<file path="src/rtl/asy_trav_pkg.sv">
package asy_trav_pkg;
   typedef enum logic [1:0] {
      ST_OFF = 2'd0,
      ST_RUN = 2'd1,
      ST_NAP = 2'd2
   } asy_state_e;
endpackage

</file>
<file path="src/rtl/asy_sleep_timer.sv">
module asy_sleep_timer #(
   parameter int unsigned SLEEP_TICKS = 10000
) (
   input  logic clk,
   input  logic rst_n,
   input  logic clr,
   input  logic load,
   input  logic dec_en,
   output logic expire,
   output logic busy
);
   localparam int unsigned CNT_W = (SLEEP_TICKS < 2) ? 1 : $clog2(SLEEP_TICKS + 1);

   if (SLEEP_TICKS < 1) begin : g_bad_len
      $error("asy_sleep_timer: SLEEP_TICKS must be at least 1");
   end

   if (SLEEP_TICKS == 1) begin : g_flag
      // single-tick back-off needs only an armed flag
      logic armed;
      always_ff @(posedge clk or negedge rst_n) begin
         if (!rst_n)            armed <= 1'b0;
         else if (clr)          armed <= 1'b0;
         else if (load)         armed <= 1'b1;
         else if (dec_en)       armed <= 1'b0;
      end
      assign expire = dec_en && armed && !clr && !load;
      assign busy   = armed;
   end else begin : g_count
      localparam logic [CNT_W-1:0] LOAD_VAL = CNT_W'(SLEEP_TICKS);
      logic [CNT_W-1:0] cnt;
      always_ff @(posedge clk or negedge rst_n) begin
         if (!rst_n)                        cnt <= '0;
         else if (clr)                      cnt <= '0;
         else if (load)                     cnt <= LOAD_VAL;
         else if (dec_en && cnt != '0)      cnt <= cnt - 1'b1;
      end
      assign expire = dec_en && (cnt == CNT_W'(1)) && !clr && !load;
      assign busy   = (cnt != '0);


      cnt_step_chk: assert property (@(posedge clk) disable iff (!rst_n)
         (dec_en && !clr && !load && cnt != '0) |=> (cnt == $past(cnt) - 1'b1));

      cnt_hold_chk: assert property (@(posedge clk) disable iff (!rst_n)
         (!dec_en && !clr && !load) |=> $stable(cnt));

      cnt_clear_chk: assert property (@(posedge clk) disable iff (!rst_n)
         clr |=> (cnt == '0));
   end
endmodule

</file>
<file path="src/rtl/asy_recl_flag.sv">
module asy_recl_flag (
   input  logic clk,
   input  logic rst_n,
   input  logic set,
   input  logic clr,
   output logic flag
);
   always_ff @(posedge clk or negedge rst_n) begin
      if (!rst_n)    flag <= 1'b0;
      else if (set)  flag <= 1'b1;
      else if (clr)  flag <= 1'b0;
   end


   set_wins_chk: assert property (@(posedge clk) disable iff (!rst_n)
      set |=> flag);

   clr_only_chk: assert property (@(posedge clk) disable iff (!rst_n)
      (clr && !set) |=> !flag);

   sticky_chk: assert property (@(posedge clk) disable iff (!rst_n)
      (!clr && !set) |=> $stable(flag));
endmodule

</file>
<file path="src/rtl/asy_trav_fsm.sv">
module asy_trav_fsm
   import asy_trav_pkg::*;
(
   input  logic       clk,
   input  logic       rst_n,
   input  logic       en,
   input  logic       per_busy,
   input  logic       sof,
   input  logic       mf_end,
   input  logic       list_empty,
   input  logic       tick,
   input  logic       expire,
   output asy_state_e state,
   output logic       tmr_load,
   output logic       tmr_clr,
   output logic       tmr_dec,
   output logic       recl_set
);
   asy_state_e state_nxt;

   always_comb begin
      state_nxt = state;
      tmr_load  = 1'b0;
      recl_set  = 1'b0;
      if (!en) begin
         state_nxt = ST_OFF;
      end else begin
         unique case (state)
            ST_OFF: if (sof && !per_busy) begin
               state_nxt = ST_RUN;
               recl_set  = 1'b1;
            end
            ST_RUN: if (mf_end) begin
               state_nxt = ST_OFF;
            end else if (list_empty) begin
               state_nxt = ST_NAP;
               tmr_load  = 1'b1;
            end
            ST_NAP: if (expire) begin
               state_nxt = ST_RUN;
               recl_set  = 1'b1;
            end
            default: state_nxt = ST_OFF;
         endcase
      end
   end

   assign tmr_clr = !en;
   assign tmr_dec = en && tick && (state == ST_NAP);

   always_ff @(posedge clk or negedge rst_n) begin
      if (!rst_n) state <= ST_OFF;
      else        state <= state_nxt;
   end


   dis_off_chk: assert property (@(posedge clk) disable iff (!rst_n)
      !en |=> (state == ST_OFF));

   eof_exit_chk: assert property (@(posedge clk) disable iff (!rst_n)
      (en && state == ST_RUN && mf_end) |=> (state == ST_OFF));

   busy_block_chk: assert property (@(posedge clk) disable iff (!rst_n)
      (state == ST_OFF && per_busy) |=> (state == ST_OFF));

   empty_nap_chk: assert property (@(posedge clk) disable iff (!rst_n)
      (en && state == ST_RUN && list_empty && !mf_end) |=> (state == ST_NAP));

   nap_hold_chk: assert property (@(posedge clk) disable iff (!rst_n)
      (en && state == ST_NAP && !expire) |=> (state == ST_NAP));

   run_hold_chk: assert property (@(posedge clk) disable iff (!rst_n)
      (en && state == ST_RUN && !mf_end && !list_empty) |=> (state == ST_RUN));
endmodule

</file>
<file path="src/rtl/asy_trav_ctrl.sv">
module asy_trav_ctrl
   import asy_trav_pkg::*;
#(
   parameter int unsigned SLEEP_TICKS = 10000
) (
   input  logic clk,
   input  logic rst_n,
   input  logic sched_en,
   input  logic per_busy,
   input  logic sof,
   input  logic mf_end,
   input  logic list_empty,
   input  logic tick,
   input  logic recl_clr,
   output logic trav_req,
   output logic recl_stat
);
   asy_state_e state;
   logic tmr_load, tmr_clr, tmr_dec, tmr_expire, tmr_busy, recl_set;

   asy_trav_fsm u_fsm (
      .clk        (clk),
      .rst_n      (rst_n),
      .en         (sched_en),
      .per_busy   (per_busy),
      .sof        (sof),
      .mf_end     (mf_end),
      .list_empty (list_empty),
      .tick       (tick),
      .expire     (tmr_expire),
      .state      (state),
      .tmr_load   (tmr_load),
      .tmr_clr    (tmr_clr),
      .tmr_dec    (tmr_dec),
      .recl_set   (recl_set)
   );

   asy_sleep_timer #(.SLEEP_TICKS(SLEEP_TICKS)) u_timer (
      .clk    (clk),
      .rst_n  (rst_n),
      .clr    (tmr_clr),
      .load   (tmr_load),
      .dec_en (tmr_dec),
      .expire (tmr_expire),
      .busy   (tmr_busy)
   );

   asy_recl_flag u_recl (
      .clk   (clk),
      .rst_n (rst_n),
      .set   (recl_set),
      .clr   (recl_clr),
      .flag  (recl_stat)
   );

   assign trav_req = (state == ST_RUN);


   entry_sets_chk: assert property (@(posedge clk) disable iff (!rst_n)
      $rose(trav_req) |-> recl_stat);

   nap_quiet_chk: assert property (@(posedge clk) disable iff (!rst_n)
      (state == ST_NAP) |-> (!trav_req && tmr_busy));

   off_timer_chk: assert property (@(posedge clk) disable iff (!rst_n)
      !sched_en |=> !trav_req);
endmodule

</file>
<file path="config.mk">
export PLATFORM = sky130hd
export DESIGN_NAME = asy_trav_ctrl
export DESIGN_NICKNAME = d
export VERILOG_FILES = /design/src/rtl/asy_trav_pkg.sv /design/src/rtl/asy_sleep_timer.sv /design/src/rtl/asy_recl_flag.sv /design/src/rtl/asy_trav_fsm.sv /design/src/rtl/asy_trav_ctrl.sv
export SDC_FILE = /design/constraint.sdc
export NUM_CORES = 1
export LEC_CHECK = 0
export BUFFER_PORTS_ARGS = -buffer_cell sky130_fd_sc_hd__buf_2
export CAP_MARGIN = 20
export CORE_MARGIN = 4
export CORE_UTILIZATION = 60
export CTS_BUF_LIST = sky130_fd_sc_hd__clkbuf_4 sky130_fd_sc_hd__clkbuf_8 sky130_fd_sc_hd__clkbuf_16
export CTS_CLUSTER_SIZE = 16
export DETAILED_ROUTE_END_ITERATION = 8
export GPL_TIMING_DRIVEN = 0
export HOLD_SLACK_MARGIN = 0.15
export PLACE_DENSITY = 0.81
export SYNTH_ARGS = -nofsm -noshare
export SYNTH_HDL_FRONTEND = slang
export SYNTH_SLANG_ARGS = --single-unit
</file>
<file path="constraint.sdc">
create_clock -name clk -period 6.01 [get_ports clk]
set_clock_uncertainty 0.1 [all_clocks]
set_input_delay 0.3005 -clock clk [delete_from_list [all_inputs] [get_ports clk]]
set_output_delay 0.3005 -clock clk [all_outputs]
set_load 0.05 [all_outputs]
</file>
Yosys cells after proc, flatten, opt, wreduce, memory -nomap -nowiden:

Index checks and enable logic that the tools add are counted.

* flip-flop bits (word level): 17
* output and inout port bits: 2
* logic and storage cells: 43

* add/subtract/negate cells: 1
* eq/ne operators: 7
* muxes and demuxes: 19
* reductions and logical operators: 13

Operator list (count)
* $mux 14: 3
* $eq 14x1->1 const B: 1
* $reduce_bool 14->1: 1
* $sub 14x1->14 const B: 1
* $mux 2: 5
* $mux 1: 9
* $logic_and 1x1->1: 7
* $pmux 2 s3: 1
* $ne 4x4->1 const B: 1
* $ne 3x1->1 const B: 1
* $ne 3x2->1 const B: 1
* $ne 3x3->1 const B: 1
* $reduce_and 3->1: 1
* $eq 2x1->1 const B: 1
* $eq 2x2->1 const B: 1
* $logic_not 1->1: 2
* $logic_not 2->1: 1
* $pmux 1 s2: 1
* $reduce_bool 2->1: 1

Logic depth before layout (Yosys ltp):

* depth after elaboration: 10
* depth in mapped cells: 8
* mapped depth without buffers: 6

Cells and area by module:

Synthesis repeated with hierarchy kept, for this count alone.

* cells, all modules: 113
* area, all modules: 1007.2 um^2

Modules (own cells, without submodules)
* asy_sleep_timer: times used 1, cells an instance 93, area an instance 828.3 um^2
* asy_trav_fsm: times used 1, cells an instance 16, area an instance 128.9 um^2
* asy_recl_flag: times used 1, cells an instance 3, area an instance 36.3 um^2
* asy_trav_ctrl: times used 1, cells an instance 1, area an instance 13.8 um^2

Worst setup path before layout:

OpenSTA, ideal clock, no wires.

* path kind: flip-flop to flip-flop
* start: reg u_timer.g_count.cnt[6]
* end: reg u_timer.g_count.cnt[11]
* arrival: 1864 ps
* slack: 3969 ps
* cell stages (with the launch flop): 5
* buffers on the path: 0
* period minus slack after synthesis: 2041 ps
* cell sequence: dfrtp_1 or4_4 or3_1 or4_1 a21oi_1

* longest elaborated chain between the ends: 4
* elaborated cells between the ends (all ways): 7
* classes of those cells: 1 x add/sub; 1 x eq/ne; 3 x mux; 2 x reduce/logical

Ends and longest elaborated chain
* from (decl): line asy_sleep_timer.sv:31 `logic [CNT_W-1:0] cnt;`
* from (signal assigned): line asy_sleep_timer.sv:36 `else if (dec_en && cnt != '0) cnt <= cnt - 1'b1;`
* $sub 14x1->14: line asy_sleep_timer.sv:36
* $mux 14: line asy_sleep_timer.sv:36
* $mux 14: line asy_sleep_timer.sv:35 `else if (load) cnt <= LOAD_VAL;`
* $mux 14: line asy_sleep_timer.sv:34 `else if (clr) cnt <= '0;`

Several ways; a longest one is shown, not always the timed one. The select of a mux whose other input is x is not followed.
A chain may end at the register's enable or synchronous reset.

Worst setup path in the final report:

* start: reg u_timer.g_count.cnt[6]
* end: reg u_timer.g_count.cnt[10]

Same word-level chain as after synthesis.

==> results.cfg <==
[worst_setup_path]
regToRegSetupSlack_ns = 3.66
critical_path.cell_chain = nor4_1, and4_1, clkbuf_1, buf_2, o21ai_0, a31oi_1
rr_startpoint = u_timer.g_count.cnt[6]
cp.arrival_ns = 2.46
path_delay_family = simple AND/OR/NAND/NOR gates
slowest_delay_ns = 0.54
worst-path-buf-inv = 2
worstSetupPathDepth = 6
end_kind = register
path_class = reg -> reg
start_kind = register
cp_max_fo = 10
reg2regPathDepth = 6
cp_slowest_cell = nor4_1
critPathLaunch = u_timer.g_count.cnt[6]
worstPathRequired_ns = 6.11

[floorplanning]
core-area_um2 = 1541
dieArea_um2 = 2388
start_util_pct = 65.02
ios = 11
fp.dieH_um = 48.87
rows = 14
die_w_um = 48.87

[synth]
ys_top_cells_by_area = dfrtp_1, or4_1, a21oi_1, ha_1, or3_1
synth_warnings = 0
synth_cells = 107
synth_top_area_share_pct = 42.45
synth_area_um2 = 1002
synth_top_cells_by_count = dfrtp_1, a21oi_1, or4_1, nand2_1, or3_1
synth_largest_area_cell = dfrtp_1
synth_edf_count = 0
async_reset_ff_share_pct = 100.0
ys_ff_latch = 17
yosysSeqAreaShare_pct = 42.45
syn-mean-instance-area_um2 = 9.366
yosysMostFrequentCell = dfrtp_1
synth.distinct_cells = 36
synth_ff_type = dfrtp_1
syn_nets = 119

[timing]
slew_headroom_pct = 46.75
rsz0062_at_grt = false
period_needed_ns = 2.352
setup_viol = 0
holdWs_ns = 0.2011
period_share_pct = 39.14
tns_ns = 0
fmax_mhz = 425.1
worstMarginPinSlew_ns = 0.7880
hold_violations = 0
drv_slew = 0

[clocking]
cts_setup_buffers = 0
path_clk_slew_ns = 0.10
root_buffer = clkbuf_4
clock_latency_ns = 0.29
cts_tree = yes
clock_sinks = 17
h-tree-depth = 1
cts_buffers = 3
cts_buffer_depth = 2
cts_resized = 0

[global_routing]
grt_overflow_total = 0
grt_pass1_wl_mm = 4.071
grt_use_met3_pct = 3.976
met2_usage_pct = 33.91
grt_util_all_layers_pct = 21.16
grt_pass1_vias = 923
use_met1_pct = 27.20
grt_max_degree = 18
grt_antenna_before_repair = 0
top_usage_layer = met2

[power]
power.density_nw_per_um2 = 210.0
leakagePower_nw = 0.4692
max-vdd-ir-drop_uv = 149.8

[placed_design]
place_congestion = 0.8738
io_buffers = 10
dp_cells = 133
dp_hpwl_mm = 1.620

[hold_path]
whs_path_depth = 3
hp-class = in -> reg
hp-start = list_empty

[flow_run]
cap_viol_max_count = 0

[layout]
area_growth_pct = 11.99
fin_nets = 136
fill_cells = 116
layout-drive-gt1-share_pct = 13.01
final_cells = 139
n_antenna_cell = 0

[drt]
viasPerCell = 6.748
finalWirelength_mm = 2.377
drc = 0
drt_first_pass_iters = 4
route.vias.total = 938
wl_per_cell_um = 17.10
dr.first_iter.drc_count = 26
ant_nets = 0

[outcome]
status = completed
cells in the final DEF (no fill, tap or decap), types with 5 or more instances in the layout:
master	n
or3_1	6
buf_2	11
dfrtp_1	17
o21ai_0	5
or4_1	7
a21oi_1	9
nand2_1	6
per-stage QoR:
stage               util [%]  area (um2)  setup slack, ns  power (W)
global placement       69.56        1072            3.863  0.0001679
finish                 72.81        1122            3.658  0.0002357
floorplan                  -        1002            3.969  0.0001542
global route           72.81        1122            3.494  0.0002486
detailed placement     69.56        1072            3.814  0.0001688
CTS                    72.81        1122            3.686  0.0002360
logic make-up (layout without fill, tap and decap cells):
group	after synthesis	in the layout	synth area share, %
AO/OA/AOI/OAI	28	28	17.48
adder cells (fa/ha/maj)	3	3	3.746
buffers and inverters	8	24	3.120
flip-flops	17	17	42.45
multiplexers	2	2	1.998
AND/OR/NAND/NOR	49	49	31.21
cell type report:
| cell class | instances | area [um2] | share of cell area (%) |
|---|---|---|---|
| clock buffer | 4 | 30.03 | 2.676 |
| inverter | 5 | 18.77 | 1.672 |
| multi-input combinational | 82 | 545.5 | 48.61 |
| tap | 16 | 20.02 | 1.784 |
| buffer | 3 | 12.51 | 1.115 |
| timing repair buffer | 12 | 70.07 | 6.243 |
| sequential | 17 | 425.4 | 37.90 |
repair_timing:
| item | CTS | global route |
|---|---|---|
| hold buffers | 2 | 0 |
| setup endpoints to repair | 0 | 0 |
| endpoints found under the hold margin | 18 | 0 |
final timing paths:
check                                          endpoint
worst max-delay path            u_timer.g_count.cnt[10]
worst min register to register              u_recl.flag
worst min-delay path                     u_fsm.state[0]
max in group asynchronous        u_timer.g_count.cnt[2]
min in group asynchronous        u_timer.g_count.cnt[4]
worst max register to register  u_timer.g_count.cnt[10]
state kept, by name (all words and copies together), names as in the netlist:
signal	cells
u_recl.flag	1
u_fsm.state	2
u_timer.g_count.cnt	14
power by group:
part | total [W] | switching, W | internal [W]
Combinational | 0.0000471 | 0.0000320 | 0.0000151
Clock | 0.0000665 | 0.0000362 | 0.0000303
Sequential | 0.000122 | 0.00000398 | 0.000118
Total | 0.000236 | 0.0000722 | 0.000163
worst min-delay path: cells and delay by family:
kind,cells,cell delay (ns)
buffers and inverters,1,0.10
AOI/OAI and AO/OA,1,0.06
and+or+nand+nor,1,0.10
layer usage:
layer  wire length (um)  up-vias
li1                   -      457
met1               1037      439
met2               1130       38
met3                181        4
met4                 28        0
met5                  0        -
Power figures use the tool's default switching activity.
